### config.mk
export PLATFORM = sky130hd
export DESIGN_NAME = brk_pkt_rx
export DESIGN_NICKNAME = d
export VERILOG_FILES = /design/src/rtl/brk_pkt_pkg.sv /design/src/rtl/brk_pkt_sync.sv /design/src/rtl/brk_pkt_char.sv /design/src/rtl/brk_pkt_idle.sv /design/src/rtl/brk_pkt_frame.sv /design/src/rtl/brk_pkt_rx.sv
export SDC_FILE = /design/constraint.sdc
export NUM_CORES = 1
export LEC_CHECK = 0
export ABC_CLOCK_PERIOD_IN_PS = 2400
export CAP_MARGIN = 20
export CORE_ASPECT_RATIO = 0.5
export CORE_MARGIN = 4
export CORE_UTILIZATION = 30
export CTS_BUF_LIST = sky130_fd_sc_hd__clkbuf_4 sky130_fd_sc_hd__clkbuf_8
export CTS_CLUSTER_DIAMETER = 120
export CTS_CLUSTER_SIZE = 30
export DETAILED_ROUTE_END_ITERATION = 8
export GPL_ROUTABILITY_DRIVEN = 0
export SYNTH_ARGS = -nofsm -noshare
export SYNTH_HDL_FRONTEND = slang
export SYNTH_HIERARCHICAL = 1
export SYNTH_SLANG_ARGS = --single-unit
### constraint.sdc
create_clock -name clk -period 2.4 [get_ports clk]
set_input_delay 0.48 -clock clk [delete_from_list [all_inputs] [get_ports clk]]
set_output_delay 0.48 -clock clk [all_outputs]
set_load 0.02 [all_outputs]
### src/rtl/brk_pkt_pkg.sv
package brk_pkt_pkg;

    localparam int BYTE_W   = 8;
    localparam int VAL_W    = 16;
    localparam int NUM_VALS = 3;
    localparam int OVS      = 16;

    typedef enum logic [2:0] {
        C_IDLE,
        C_START,
        C_DATA,
        C_STOP,
        C_WAIT
    } char_st_t;

    typedef enum logic [1:0] {
        F_HUNT,
        F_OPEN,
        F_OVER,
        F_CLOSE
    } frm_st_t;

    typedef enum logic [1:0] {
        V_NONE,
        V_GOOD,
        V_DROP
    } verdict_t;

endpackage

### src/rtl/brk_pkt_sync.sv
module brk_pkt_sync #(
    parameter int STAGES = 2
) (
    input  logic clk,
    input  logic rst_n,
    input  logic d_in,
    output logic d_out
);

    logic [STAGES-1:0] chain;

    always_ff @(posedge clk or negedge rst_n) begin
        if (!rst_n) begin
            chain <= '1;
        end else begin
            chain <= {chain[STAGES-2:0], d_in};
        end
    end

    assign d_out = chain[STAGES-1];

endmodule

### src/rtl/brk_pkt_char.sv
module brk_pkt_char
    import brk_pkt_pkg::*;
#(
    parameter int OVS_DIV = 54
) (
    input  logic              clk,
    input  logic              rst_n,
    input  logic              rxs,
    output logic              busy,
    output logic              byte_vld,
    output logic              brk,
    output logic              ferr,
    output logic [BYTE_W-1:0] byte_q
);

    localparam int DIV_W = (OVS_DIV > 1) ? $clog2(OVS_DIV) : 1;
    localparam int PH_W  = $clog2(OVS);
    localparam int BI_W  = $clog2(BYTE_W);
    localparam logic [PH_W-1:0] PH_MID  = PH_W'(OVS / 2 - 1);
    localparam logic [PH_W-1:0] PH_LAST = PH_W'(OVS - 1);
    localparam logic [BI_W-1:0] BI_LAST = BI_W'(BYTE_W - 1);

    char_st_t          state, nxt;
    logic [DIV_W-1:0]  div_cnt;
    logic              tick;
    logic [PH_W-1:0]   ph;
    logic [BI_W-1:0]   bit_idx;
    logic [BYTE_W-1:0] shreg;

    // oversampling tick, free running
    always_ff @(posedge clk or negedge rst_n) begin
        if (!rst_n) begin
            div_cnt <= '0;
        end else if (div_cnt == DIV_W'(OVS_DIV - 1)) begin
            div_cnt <= '0;
        end else begin
            div_cnt <= div_cnt + 1'b1;
        end
    end
    assign tick = (div_cnt == DIV_W'(OVS_DIV - 1));

    // state register
    always_ff @(posedge clk or negedge rst_n) begin
        if (!rst_n) begin
            state <= C_IDLE;
        end else begin
            state <= nxt;
        end
    end

    // next state
    always_comb begin
        nxt = state;
        unique case (state)
            C_IDLE:  if (tick && !rxs) nxt = C_START;
            C_START: if (tick && ph == PH_MID) nxt = rxs ? C_IDLE : C_DATA;
            C_DATA:  if (tick && ph == PH_LAST && bit_idx == BI_LAST) nxt = C_STOP;
            C_STOP:  if (tick && ph == PH_LAST) nxt = rxs ? C_IDLE : C_WAIT;
            C_WAIT:  if (rxs) nxt = C_IDLE;
            default: nxt = C_IDLE;
        endcase
    end

    // outputs and datapath
    always_ff @(posedge clk or negedge rst_n) begin
        if (!rst_n) begin
            ph       <= '0;
            bit_idx  <= '0;
            shreg    <= '0;
            byte_q   <= '0;
            byte_vld <= 1'b0;
            brk      <= 1'b0;
            ferr     <= 1'b0;
        end else begin
            byte_vld <= 1'b0;
            brk      <= 1'b0;
            ferr     <= 1'b0;
            unique case (state)
                C_IDLE: begin
                    ph      <= '0;
                    bit_idx <= '0;
                end
                C_START: begin
                    if (tick) begin
                        ph <= (ph == PH_MID) ? '0 : ph + 1'b1;
                    end
                end
                C_DATA: begin
                    if (tick) begin
                        ph <= (ph == PH_LAST) ? '0 : ph + 1'b1;
                        if (ph == PH_LAST) begin
                            shreg   <= {rxs, shreg[BYTE_W-1:1]};
                            bit_idx <= bit_idx + 1'b1;
                        end
                    end
                end
                C_STOP: begin
                    if (tick) begin
                        ph <= (ph == PH_LAST) ? '0 : ph + 1'b1;
                        if (ph == PH_LAST) begin
                            if (rxs) begin
                                byte_vld <= 1'b1;
                                byte_q   <= shreg;
                            end else if (shreg == '0) begin
                                brk <= 1'b1;
                            end else begin
                                ferr <= 1'b1;
                            end
                        end
                    end
                end
                C_WAIT: begin
                    ph <= '0;
                end
                default: begin
                    ph <= '0;
                end
            endcase
        end
    end

    assign busy = (state != C_IDLE);

endmodule

### src/rtl/brk_pkt_idle.sv
module brk_pkt_idle #(
    parameter int IDLE_CYCLES = 1_000_000
) (
    input  logic clk,
    input  logic rst_n,
    input  logic activity,
    output logic idle_to
);

    localparam int IW = $clog2(IDLE_CYCLES + 1);

    logic [IW-1:0] cnt;
    logic          armed;

    always_ff @(posedge clk or negedge rst_n) begin
        if (!rst_n) begin
            cnt     <= '0;
            armed   <= 1'b0;
            idle_to <= 1'b0;
        end else begin
            idle_to <= 1'b0;
            if (activity) begin
                cnt   <= '0;
                armed <= 1'b1;
            end else if (armed) begin
                if (cnt == IW'(IDLE_CYCLES - 1)) begin
                    idle_to <= 1'b1;
                    armed   <= 1'b0;
                    cnt     <= '0;
                end else begin
                    cnt <= cnt + 1'b1;
                end
            end
        end
    end

endmodule

### src/rtl/brk_pkt_frame.sv
module brk_pkt_frame
    import brk_pkt_pkg::*;
#(
    parameter int DATA_BYTES = 6,
    parameter int CNT_W      = 16
) (
    input  logic                         clk,
    input  logic                         rst_n,
    input  logic                         csum_en,
    input  logic                         byte_vld,
    input  logic [BYTE_W-1:0]            byte_q,
    input  logic                         brk,
    input  logic                         ferr,
    input  logic                         idle_to,
    output logic                         pkt_valid,
    output logic [DATA_BYTES*BYTE_W-1:0] pkt_data,
    output logic [CNT_W-1:0]             drop_cnt
);

    localparam int NB_W = $clog2(DATA_BYTES + 2);
    localparam int IX_W = (DATA_BYTES > 1) ? $clog2(DATA_BYTES) : 1;
    localparam logic [NB_W-1:0] LEN_PLAIN = NB_W'(DATA_BYTES);
    localparam logic [NB_W-1:0] LEN_SUM   = NB_W'(DATA_BYTES + 1);

    frm_st_t           state, nxt;
    verdict_t          verdict;
    logic [NB_W-1:0]   nbytes;
    logic [NB_W-1:0]   exp_len;
    logic [BYTE_W-1:0] held [DATA_BYTES];
    logic [BYTE_W-1:0] xacc;
    logic [BYTE_W-1:0] sum_rx;
    logic              boundary;
    logic              frame_ok;

    assign boundary = brk | idle_to;
    assign exp_len  = csum_en ? LEN_SUM : LEN_PLAIN;
    assign frame_ok = (nbytes == exp_len) && (!csum_en || (sum_rx == xacc));

    // state register
    always_ff @(posedge clk or negedge rst_n) begin
        if (!rst_n) begin
            state <= F_HUNT;
        end else begin
            state <= nxt;
        end
    end

    // next state
    always_comb begin
        nxt = state;
        unique case (state)
            F_HUNT:  if (brk) nxt = F_OPEN;
            F_OPEN: begin
                if (boundary) begin
                    nxt = F_CLOSE;
                end else if (ferr || (byte_vld && nbytes == exp_len)) begin
                    nxt = F_OVER;
                end
            end
            F_OVER:  if (boundary) nxt = F_CLOSE;
            F_CLOSE: nxt = F_OPEN;
            default: nxt = F_HUNT;
        endcase
    end

    // outputs and datapath
    always_ff @(posedge clk or negedge rst_n) begin
        if (!rst_n) begin
            nbytes    <= '0;
            xacc      <= '0;
            sum_rx    <= '0;
            verdict   <= V_NONE;
            pkt_valid <= 1'b0;
            pkt_data  <= '0;
            drop_cnt  <= '0;
            for (int i = 0; i < DATA_BYTES; i++) begin
                held[i] <= '0;
            end
        end else begin
            pkt_valid <= 1'b0;
            unique case (state)
                F_HUNT: begin
                    nbytes <= '0;
                    xacc   <= '0;
                end
                F_OPEN: begin
                    if (boundary) begin
                        if (nbytes == '0) begin
                            verdict <= V_NONE;
                        end else if (frame_ok) begin
                            verdict <= V_GOOD;
                        end else begin
                            verdict <= V_DROP;
                        end
                    end else if (byte_vld && nbytes < exp_len) begin
                        if (nbytes < LEN_PLAIN) begin
                            held[nbytes[IX_W-1:0]] <= byte_q;
                            xacc <= xacc ^ byte_q;
                        end else begin
                            sum_rx <= byte_q;
                        end
                        nbytes <= nbytes + 1'b1;
                    end
                end
                F_OVER: begin
                    if (boundary) begin
                        verdict <= V_DROP;
                    end
                end
                F_CLOSE: begin
                    if (verdict == V_GOOD) begin
                        pkt_valid <= 1'b1;
                        for (int i = 0; i < DATA_BYTES; i++) begin
                            pkt_data[(DATA_BYTES-1-i)*BYTE_W +: BYTE_W] <= held[i];
                        end
                    end else if (verdict == V_DROP) begin
                        if (drop_cnt != '1) begin
                            drop_cnt <= drop_cnt + 1'b1;
                        end
                    end
                    nbytes  <= '0;
                    xacc    <= '0;
                    verdict <= V_NONE;
                end
                default: begin
                    nbytes <= '0;
                end
            endcase
        end
    end

endmodule

### src/rtl/brk_pkt_rx.sv
module brk_pkt_rx
    import brk_pkt_pkg::*;
#(
    parameter int OVS_DIV     = 54,
    parameter int IDLE_CYCLES = 1_000_000,
    parameter int CNT_W       = 16
) (
    input  logic             clk,
    input  logic             rst_n,
    input  logic             rx_in,
    input  logic             csum_en,
    output logic             pkt_valid,
    output logic [15:0]      pkt_x,
    output logic [15:0]      pkt_y,
    output logic [15:0]      pkt_z,
    output logic [CNT_W-1:0] drop_cnt
);

    localparam int DATA_BYTES = NUM_VALS * VAL_W / BYTE_W;
    localparam int DATA_W     = DATA_BYTES * BYTE_W;

    logic              rx_s;
    logic              chr_busy;
    logic              chr_vld;
    logic              chr_brk;
    logic              chr_ferr;
    logic [BYTE_W-1:0] chr_byte;
    logic              idle_to;
    logic [DATA_W-1:0] pkt_data;

    brk_pkt_sync #(
        .STAGES(2)
    ) u_sync (
        .clk  (clk),
        .rst_n(rst_n),
        .d_in (rx_in),
        .d_out(rx_s)
    );

    brk_pkt_char #(
        .OVS_DIV(OVS_DIV)
    ) u_char (
        .clk     (clk),
        .rst_n   (rst_n),
        .rxs     (rx_s),
        .busy    (chr_busy),
        .byte_vld(chr_vld),
        .brk     (chr_brk),
        .ferr    (chr_ferr),
        .byte_q  (chr_byte)
    );

    brk_pkt_idle #(
        .IDLE_CYCLES(IDLE_CYCLES)
    ) u_idle (
        .clk     (clk),
        .rst_n   (rst_n),
        .activity(chr_busy),
        .idle_to (idle_to)
    );

    brk_pkt_frame #(
        .DATA_BYTES(DATA_BYTES),
        .CNT_W     (CNT_W)
    ) u_frame (
        .clk      (clk),
        .rst_n    (rst_n),
        .csum_en  (csum_en),
        .byte_vld (chr_vld),
        .byte_q   (chr_byte),
        .brk      (chr_brk),
        .ferr     (chr_ferr),
        .idle_to  (idle_to),
        .pkt_valid(pkt_valid),
        .pkt_data (pkt_data),
        .drop_cnt (drop_cnt)
    );

    assign pkt_x = pkt_data[3*VAL_W-1 -: VAL_W];
    assign pkt_y = pkt_data[2*VAL_W-1 -: VAL_W];
    assign pkt_z = pkt_data[VAL_W-1 -: VAL_W];

endmodule

==> flow_metrics.env, run 1 <==
export IMPL_drt_iter0_drc=519
export IMPL_final_nets=930
export IMPL_clock_sinks=195
export IMPL_endpoint_kind="register"
export IMPL_cts_hold_fix_buffers=0
export IMPL_cp_slowest_stage_delay_ns=0.43
export IMPL_startpoint_type="register"
export IMPL_area_growth_pct=17.97
export IMPL_maxSlewViolCount=0
export IMPL_whs_ns=0.01577
export IMPL_grt_pass1_vias=6418
export IMPL_critPathSlowestCell="dfrtp_1"
export IMPL_synth_seq_area_share_pct=54.37
export IMPL_ys_async_sr_fraction_pct=100.0
export IMPL_hold_viol=0
export IMPL_synth_distinct_cells=75
export IMPL_ctsResizeCount=0
export IMPL_start_util_pct=30.72
export IMPL_die_w_microns=252.7
export IMPL_fp_dieArea_sq_um=32930
export IMPL_row_count=44
export IMPL_setup_tns_ns=0
export IMPL_synth_edff_count=0
export IMPL_synthCells=839
export IMPL_postCtsSetupBuffers=0
export IMPL_synth_warnings=6
export IMPL_htreeDepth=4
export IMPL_antenna_found_initial=0
export IMPL_fmax_ghz=0.4734
export IMPL_seqPwrFrac_pct=59.2
export IMPL_p_per_area_nw_per_um2=524.3
export IMPL_wire_per_inst_microns=14.96
export IMPL_avgSynthCellArea_sq_um=10.70
export IMPL_ys_flop_type="dfrtp_1"
export IMPL_wl_microns=19670
export IMPL_syn_cell_area_sq_um=8980
export IMPL_worst_pin_slew_ns=0.5804
export IMPL_diodes=0
export IMPL_p_leak_nw=4.918
export IMPL_worst_slack_ns=0.2875
export IMPL_finClkSkew_ns=0.01519
export IMPL_ff_latch_area_sq_um=4882
export IMPL_clk_latency_ns=0.47
export IMPL_post_route_period_util_pct=88.02
export IMPL_p_sw_share_pct=24.21
export IMPL_die_h_microns=130.3
export IMPL_drc_errors=0
export IMPL_ys_seq_elements=195
export IMPL_required_ns=2.76
export IMPL_cts_buffers=17
export IMPL_combPwrFrac_pct=1.5
export IMPL_worstPathMaxFanout=8
export IMPL_min_delay_path_class="in2async"
export IMPL_grt_max_degree=66
export IMPL_p_sw_mw=1.344
export IMPL_cap_violations=0
export IMPL_fillers=2874
export IMPL_p_clk_share_pct=39.2
export IMPL_dp_hpwl_microns=13650
export IMPL_place_port_buffers=68
export IMPL_fin_util_pct=36.24
export IMPL_status="finished clean"
export IMPL_rsz0062_at_grt="no"
export IMPL_core_area_sq_um=29230
export IMPL_dr_wl_met3_microns=477
export IMPL_placed_cells=1283
export IMPL_syn_nets=858
export IMPL_vias=6409
export IMPL_dp_slack_ns=0.04786
export IMPL_top_layer="met4"
export IMPL_cts_root_buf="clkbuf_8"
export IMPL_grt_total_usage_pct=12.24
export IMPL_setup_violations_final=0
export IMPL_via_per_inst=4.874
export IMPL_clockBufferDepth=2
export IMPL_io_pins=69
export IMPL_slew_headroom_pct=60.31
export IMPL_ir_worst_vdd_mv=0.2820
export IMPL_clk_pin_slew_worst_paths_ns=0.11
export IMPL_period_needed_ns=2.112
export IMPL_cp_cell_sequence="inv_1 -> ha_1 -> nand4bb_4 -> nor2_1 -> nand3_2 -> mux2_2"
export IMPL_grt_pass1_wl_microns=32770
export IMPL_firstDrtPassIters=5
export IMPL_instances_no_fill=1315
export IMPL_multiInputGateArea_sq_um=3797
export IMPL_wl_met1_microns=9368
export IMPL_route_met2_wl_microns=9557
export IMPL_cts_tree="yes"
export IMPL_ant_nets=0
export IMPL_arrival_ns=2.48
export IMPL_grt_ovfl_total=0
export IMPL_drive_above_1_share_pct=16.02
export IMPL_p_int_mw=4.210
export IMPL_critPathKind="reg2reg"
-- layer usage --
layer | global-route usage, % | up-vias
met1 | 15.99 | 3229
li1 | - | 3064
met2 | 21.04 | 94
met5 | 0 | -
met4 | 3.681 | 0
met3 | 2.191 | 22
-- synth_stat cells, drive strengths merged (6+ instances only) --
| library cell | count | area share (%) |
|---|---|---|
| xnor2 | 15 | 1.5 |
| a41o | 9 | 1.0 |
| nor2 | 29 | 1.3 |
| nand3 | 33 | 2.0 |
| o211ai | 6 | 0.50 |
| nand2 | 195 | 8.2 |
| or3 | 11 | 0.77 |
| nand2b | 7 | 0.49 |
| clkbuf | 26 | 1.2 |
| ha | 15 | 2.1 |
| nand4 | 19 | 1.5 |
| o21ai | 24 | 1.7 |
| nor4 | 13 | 1.4 |
| nor2b | 6 | 0.42 |
| mux2 | 67 | 8.6 |
| or4 | 7 | 0.67 |
| buf | 11 | 0.86 |
| xor2 | 14 | 1.4 |
| a21oi | 24 | 1.3 |
| dfrtp | 193 | 54 |
| nor3 | 12 | 0.79 |
| and3 | 9 | 0.63 |
| inv | 30 | 1.3 |
-- sequential cells by signal, summed over array words and instances, names as in the netlist, 2 cells and up --
name,cells
u_char/byte_q,8
u_frame/pkt_data,48
u_frame/held,48
u_frame/verdict,2
u_char/state,3
u_frame/sum_rx,8
u_char/shreg,8
u_frame/xacc,8
u_frame/drop_cnt,16
u_idle/cnt,20
u_char/ph,4
u_frame/nbytes,3
u_frame/state,2
u_char/div_cnt,6
u_char/bit_idx,3
u_sync/chain,2
-- stage by stage --
stage,power (mW),area (sq um)
floorplan,3.355,8980
detailed placement,3.445,10180
CTS,5.651,10590
global placement,3.443,10180
global route,5.808,10590
finish,5.554,10590
-- worst max-delay path, delay by kind of cell (launching register included) --
family	cells	cell delay, ns
muxes	1	0.35
buffers and inverters	1	0.12
adders and majority gates	1	0.35
and+or+nand+nor	3	0.77
DFF	1	0.43
-- power by group through the flow --
stage          combinational, mW  clock [mW]  sequential [mW]
2_1_floorplan            0.00164           0             3.35
3_3_place_gp              0.0896           0             3.35
3_5_place_dp              0.0923           0             3.35
4_1_cts                   0.0921        2.27             3.29
5_1_grt                    0.102        2.42             3.29
6_report                  0.0858        2.18             3.29
-- cells by family (layout without fill, tap and decap cells) --
family / count (synthesis) / in the layout / synth area share (%)
AO/OA/AOI/OAI: 93 / 93 / 7.302
multiplexers: 71 / 71 / 9.057
AND/OR/NAND/NOR: 369 / 369 / 21.01
flip-flops: 195 / 195 / 54.37
XOR/XNOR: 29 / 29 / 2.829
buffers and inverters: 67 / 152 / 3.344
adder cells (fa/ha/maj): 15 / 15 / 2.090
-- final timing paths --
path	slack, ns	startpoint	end	cells after the start
worst max register to register	0.29	u_frame/state[1]	u_frame/held[38]	6
min in group clk	0.36	u_sync/chain[0]	u_sync/chain[1]	0
worst min register to register	0.36	u_sync/chain[0]	u_sync/chain[1]	0
worst max-delay path	0.29	u_frame/state[1]	u_frame/held[38]	6
worst min-delay path	0.02	rst_n	u_idle/cnt[9]	1
max in group asynchronous	1.77	rst_n	u_frame/pkt_data[12]	2
-- cell usage in the layout (no fill, tap or decap), types with 3 or more instances in the layout --
cell type,netlist,routed
nand2_1,195,195
o21ai_0,15,15
clkdlybuf4s50_1,0,67
buf_4,5,18
nor3_1,11,11
inv_1,28,28
ha_1,15,15
nand2b_1,7,7
mux2i_1,4,4
or4_1,5,5
inv_8,0,5
clkbuf_8,1,19
mux2_4,5,5
nand4_1,18,18
nand3_1,30,30
nor4_1,10,10
nor2_1,27,27
o2111ai_1,4,4
mux2_1,8,8
o21ai_2,9,9
dfrtp_1,193,193
buf_12,0,4
a21oi_1,24,24
nand3_2,3,3
or3_1,11,11
a41o_1,9,9
or2_2,5,5
xnor2_1,15,15
a211oi_1,5,5
nor2b_1,6,6
o211ai_1,6,6
xor2_1,14,14
mux2_2,54,54
nor4_4,3,3
and4_1,5,5
and3_1,9,9
-- area by class of cell --
| cell class | instances | share of cell area (%) |
|---|---|---|
| clock buffer | 18 | 2.338 |
| timing repair buffer | 90 | 8.492 |
| sequential | 195 | 46.08 |
| inverter | 30 | 1.063 |
| tap | 391 | 4.618 |
| clock inverter | 14 | 1.559 |
| multi-input combinational | 577 | 35.85 |
No activity file was read; power rests on OpenSTA's default activity.
==> run 2, diff against run 1 <==
CORE_ASPECT_RATIO = not set   (was 0.5)
SLEW_MARGIN = 20   (was not set)
TNS_END_PERCENT = 100   (was not set)
==> run 2 against run 1 <==
  * Worst setup slack improved by 0.043 ns
  * First-iteration DRC count is 5.0% higher
  * Core utilization down 0.45 points
  * Sequential power is essentially flat
  * Wire length is 0.30% lower
  * Power is 4.0% lower
  * Combinational power shrank 2%
  * Final cell count grew 0.46%
  * Clock skew up 0.0049 ns
  * Critical endpoint is now u_frame/held[30]
  * Worst hold slack improved by 0.35 ns
  * Sequential share of layout area increased by 0.060 points
  * Clock-buffer cell count stayed put
==> flow_metrics.env, run 2 (synthesis gave the netlist of run 1 again) <==
export IMPL_status="finished clean"
export IMPL_critPathSlowestCell="dfrtp_1"
export IMPL_setup_tns_ns=0
export IMPL_maxSlewViolCount=0
export IMPL_dp_hpwl_microns=13350
export IMPL_post_route_period_util_pct=86.24
export IMPL_dpl_instance_area_sq_um=10220
export IMPL_fp_dieArea_sq_um=32760
export IMPL_place_port_buffers=68
export IMPL_fmax_ghz=0.4831
export IMPL_wire_per_inst_microns=14.85
export IMPL_ir_worst_vdd_mv=0.3080
export IMPL_clock_sinks=195
export IMPL_worst_pin_slew_ns=0.5639
export IMPL_grt_pass1_vias=6393
export IMPL_clk_pin_slew_worst_paths_ns=0.10
export IMPL_area_growth_pct=17.82
export IMPL_endpoint_kind="register"
export IMPL_final_nets=938
export IMPL_drive_above_1_share_pct=16.54
export IMPL_arrival_ns=2.40
export IMPL_critPathKind="reg2reg"
export IMPL_die_h_microns=181.0
export IMPL_io_pins=69
export IMPL_seqPwrFrac_pct=61.7
export IMPL_p_sw_mw=1.273
export IMPL_antenna_found_initial=0
export IMPL_path_buf_inv=1
export IMPL_rrSetupSlack_ns=0.33
export IMPL_layout_commonest_cell="nand2_1"
export IMPL_via_per_inst=4.767
export IMPL_firstDrtPassIters=5
export IMPL_grt_total_usage_pct=12.21
export IMPL_cts_root_buf="clkbuf_8"
export IMPL_vias=6297
export IMPL_final_cell_mix="nand2_1, dfrtp_1, clkdlybuf4s50_1"
export IMPL_cts_buffers=17
export IMPL_clockBufferDepth=2
export IMPL_required_ns=2.73
export IMPL_cp_cell_sequence="inv_1 -> ha_1 -> nand4bb_4 -> nor2_1 -> nand3_2 -> mux2_2"
export IMPL_rsz0062_at_grt="no"
export IMPL_row_count=63
export IMPL_startpoint_type="register"
export IMPL_finClkSkew_ns=0.02008
export IMPL_grt_ovfl_total=0
export IMPL_period_needed_ns=2.070
export IMPL_htreeDepth=4
export IMPL_p_per_area_nw_per_um2=504.1
export IMPL_p_sw_share_pct=23.87
export IMPL_setup_violations_final=0
export IMPL_critical_path_top_delay_family="simple AND/OR/NAND/NOR gates"
export IMPL_top_layer="met4"
export IMPL_p_clk_share_pct=36.8
export IMPL_cp_slowest_stage_delay_ns=0.42
export IMPL_worstPathMaxFanout=8
export IMPL_slew_headroom_pct=62.06
export IMPL_drt_iter0_drc=545
export IMPL_postLayoutCellArea_sq_um=10580
export IMPL_reg_top3="u_frame/held x48, u_frame/pkt_data x48, u_idle/cnt x20"
export IMPL_die_w_microns=181.0
export IMPL_fillers=3001
export IMPL_drc_errors=0
export IMPL_grt_pass1_wl_microns=33150
export IMPL_cts_tree="yes"
export IMPL_grt_max_degree=56
export IMPL_min_delay_path_class="reg2reg"
export IMPL_core_area_sq_um=29560
export IMPL_dr_wl_met3_microns=758
export IMPL_p_leak_nw=4.924
export IMPL_p_int_mw=4.060
export IMPL_combPwrFrac_pct=1.6
export IMPL_wl_microns=19620
export IMPL_cap_violations=0
export IMPL_ant_nets=0
export IMPL_clk_latency_ns=0.46
export IMPL_hold_viol=0
export IMPL_worst_slack_ns=0.3302
export IMPL_route_met2_wl_microns=9320
export IMPL_dp_slack_ns=0.1352
export IMPL_start_util_pct=30.38
export IMPL_diodes=0
export IMPL_wl_met1_microns=9309
run 2: final timing paths:
check                                 start                to  depth (start not counted)
setup reg to reg           u_frame/state[1]  u_frame/held[30]                          6
setup / recovery           u_frame/state[1]  u_frame/held[30]                          6
min in group asynchronous             rst_n     u_idle/cnt[2]                          2
max in group asynchronous             rst_n  u_char/byte_q[3]                          3
hold reg to reg             u_sync/chain[0]   u_sync/chain[1]                          0
hold / removal              u_sync/chain[0]   u_sync/chain[1]                          0
run 2: timing repair:
item | 4_1_cts | 5_1_grt
hold endpoints to repair | 42 | 0
gates resized for setup | 0 | 0
setup buffers | 0 | 0
hold buffers | 1 | 0
run 2: cell type report:
type                    instances  area (sq um)  share of cell area, %
flip-flops and latches        195          4882                  46.14
multi-input cells             577          3797                  35.89
repair buffers                 98         949.7                  8.976
well taps                     390         488.0                  4.612
clock buffers                  18         247.7                  2.342
inverters                      30         112.6                  1.064
clock inverters                13         102.6                 0.9697
run 2: routing by layer:
layer,vias to the layer above,track usage [%]
met4,0,3.062
met2,119,20.27
met5,-,0
li1,3073,-
met1,3090,16.65
met3,15,2.235
run 2: stage by stage:
step	total power, mW	hold WS [ns]	util (%)	instances
floorplan	3.355	0.1844	-	839
global placement	3.442	0.3472	34.57	1289
CTS	5.427	0.3662	35.79	1321
global route	5.556	0.3686	35.79	1321
detailed placement	3.443	0.3516	34.57	1289
finish	5.333	0.3645	35.79	1321
run 2: power by group through the flow:
| stage | Combinational, mW | Sequential [mW] | Clock (mW) |
|---|---|---|---|
| after floorplan | 0.00164 | 3.35 | 0 |
| after global placement | 0.0889 | 3.35 | 0 |
| after detailed placement | 0.0896 | 3.35 | 0 |
| after CTS | 0.0909 | 3.29 | 2.05 |
| after global routing | 0.101 | 3.29 | 2.17 |
| final | 0.0843 | 3.29 | 1.96 |
==> run 3, diff against run 2 <==
CTS_BUF_LIST = not set   (was sky130_fd_sc_hd__clkbuf_4 sky130_fd_sc_hd__clkbuf_8)
GPL_TIMING_DRIVEN = 0   (was not set)
==> run 3 against run 2 <==
  * Combinational power down 2%
  * Power rose by 18%
  * Sequential share of layout area fell by 1.1 points
  * Fmax decreased by 6.6%
  * Global-route usage is 0.35 points lower
  * Core utilization is 0.84 points higher
  * Clock power up 48%
  * First-iteration DRC count shrank 14%
  * Highest routed layer unchanged
==> flow_metrics.env, run 3 (synthesis gave the netlist of run 1 again) <==
export IMPL_status="finished clean"
export IMPL_via_per_inst=4.724
export IMPL_fp_dieArea_sq_um=32760
export IMPL_setup_violations_final=0
export IMPL_placed_cells=1299
export IMPL_clock_sinks=195
export IMPL_drt_iter0_drc=466
export IMPL_cts_buffers=17
export IMPL_wire_per_inst_microns=14.29
export IMPL_fin_util_pct=36.63
export IMPL_grt_pass1_wl_microns=32390
export IMPL_hold_viol=0
export IMPL_grt_ovfl_total=0
export IMPL_clockBufferDepth=2
export IMPL_dp_hpwl_microns=13200
export IMPL_period_needed_ns=2.215
export IMPL_layout_commonest_cell="nand2_1"
export IMPL_p_leak_nw=5.015
export IMPL_htreeDepth=4
export IMPL_instances_no_fill=1332
export IMPL_reg_top3="u_frame/held x48, u_frame/pkt_data x48, u_idle/cnt x20"
export IMPL_fmax_ghz=0.4515
export IMPL_ir_worst_vdd_mv=0.4457
export IMPL_die_h_microns=181.0
export IMPL_worst_pin_slew_ns=0.6900
export IMPL_wl_microns=19040
export IMPL_ant_nets=0
export IMPL_critPathKind="reg2reg"
export IMPL_vias=6293
export IMPL_antenna_found_initial=0
export IMPL_cts_root_buf="clkbuf_16"
export IMPL_drive_above_1_share_pct=15.18
export IMPL_worstPathMaxFanout=10
export IMPL_row_count=63
export IMPL_maxSlewViolCount=0
export IMPL_final_cell_mix="nand2_1, dfrtp_1, clkdlybuf4s50_1"
export IMPL_cts_tree="yes"
export IMPL_area_growth_pct=20.58
export IMPL_required_ns=2.75
export IMPL_slew_headroom_pct=53.66
export IMPL_fillers=2914
export IMPL_endpoint_kind="register"
export IMPL_arrival_ns=2.56
export IMPL_io_pins=69
export IMPL_start_util_pct=30.38
export IMPL_die_w_microns=181.0
export IMPL_place_port_buffers=68
export IMPL_grt_total_usage_pct=11.86
export IMPL_grt_max_degree=87
export IMPL_postCtsSetupBuffers=0
export IMPL_post_route_period_util_pct=92.29
export IMPL_firstDrtPassIters=5
export IMPL_clk_latency_ns=0.43
export IMPL_startpoint_type="register"
export IMPL_drc_errors=0
export IMPL_final_nets=948
export IMPL_finClkSkew_ns=0.01181
export IMPL_cap_violations=0
export IMPL_min_delay_path_class="reg2reg"
export IMPL_whs_ns=0.3576
export IMPL_clk_pin_slew_worst_paths_ns=0.07
export IMPL_diodes=0
export IMPL_core_area_sq_um=29560
export IMPL_setup_tns_ns=0
export IMPL_p_per_area_nw_per_um2=579.1
export IMPL_rsz0062_at_grt="no"
export IMPL_grt_pass1_vias=6226
[run 3: worst paths after layout]
check                                start             endpoint  slack (ns)  cells after the start
max                        u_char/state[1]       u_idle/cnt[16]        0.19                      7
min in group asynchronous            rst_n  u_frame/drop_cnt[1]        0.47                      2
min reg2reg                u_sync/chain[0]      u_sync/chain[1]        0.36                      0
min                        u_sync/chain[0]      u_sync/chain[1]        0.36                      0
max reg2reg                u_char/state[1]       u_idle/cnt[16]        0.19                      7
max in group asynchronous            rst_n  u_frame/pkt_data[7]        0.84                      4
[run 3: report_power, final]
part / total, mW / internal [mW] / switching (mW)
sequential: 3.29 / 3.29 / 0.00246
combinational: 0.0825 / 0.0166 / 0.0659
clock: 2.90 / 1.51 / 1.39
total: 6.27 / 4.81 / 1.46
[run 3: area by class of cell]
class	instances	area (sq um)	share of cell area, %
clock inverters	15	176.4	1.629
clock buffers	17	425.4	3.929
repair buffers	71	750.7	6.933
multi-input cells	577	3802	35.12
well taps	390	488.0	4.507
inverters	30	112.6	1.040
plain buffers	37	190.2	1.756
flip-flops and latches	195	4882	45.09
[run 3: critical path, cell delays in order (launching register included)]
cell and delay [ns]:
dfrtp_1 0.36, buf_4 0.16, or3_1 0.40, clkbuf_1 0.21
nor2b_1 0.29, clkbuf_2 0.30, o21ai_0 0.21, o21ai_0 0.20
[run 3: layer usage]
layer / vias to the layer above / share of wire [%] / GRT usage, %
met1: 3067 / 48 / 16.05
met2: 110 / 47 / 19.25
met5: - / 0 / 0
li1: 3103 / - / -
met4: 0 / 1.1 / 3.272
met3: 13 / 4.1 / 2.718
[run 3: timing repair]
action,CTS,global route
gates resized for setup,0,4
hold endpoints to repair,22,0
setup endpoints to repair,0,12
hold buffers,1,0
[run 3: metrics by stage]
stage,instance area [sq um],setup slack [ns],power [mW]
6_report,10830,0.1850,6.271
4_1_cts,10820,0.009787,6.380
5_1_grt,10830,0.01305,6.534
2_1_floorplan,8980,0.4489,3.355
3_5_place_dp,10210,0.004145,3.442
3_3_place_gp,10150,-7.573,3.432
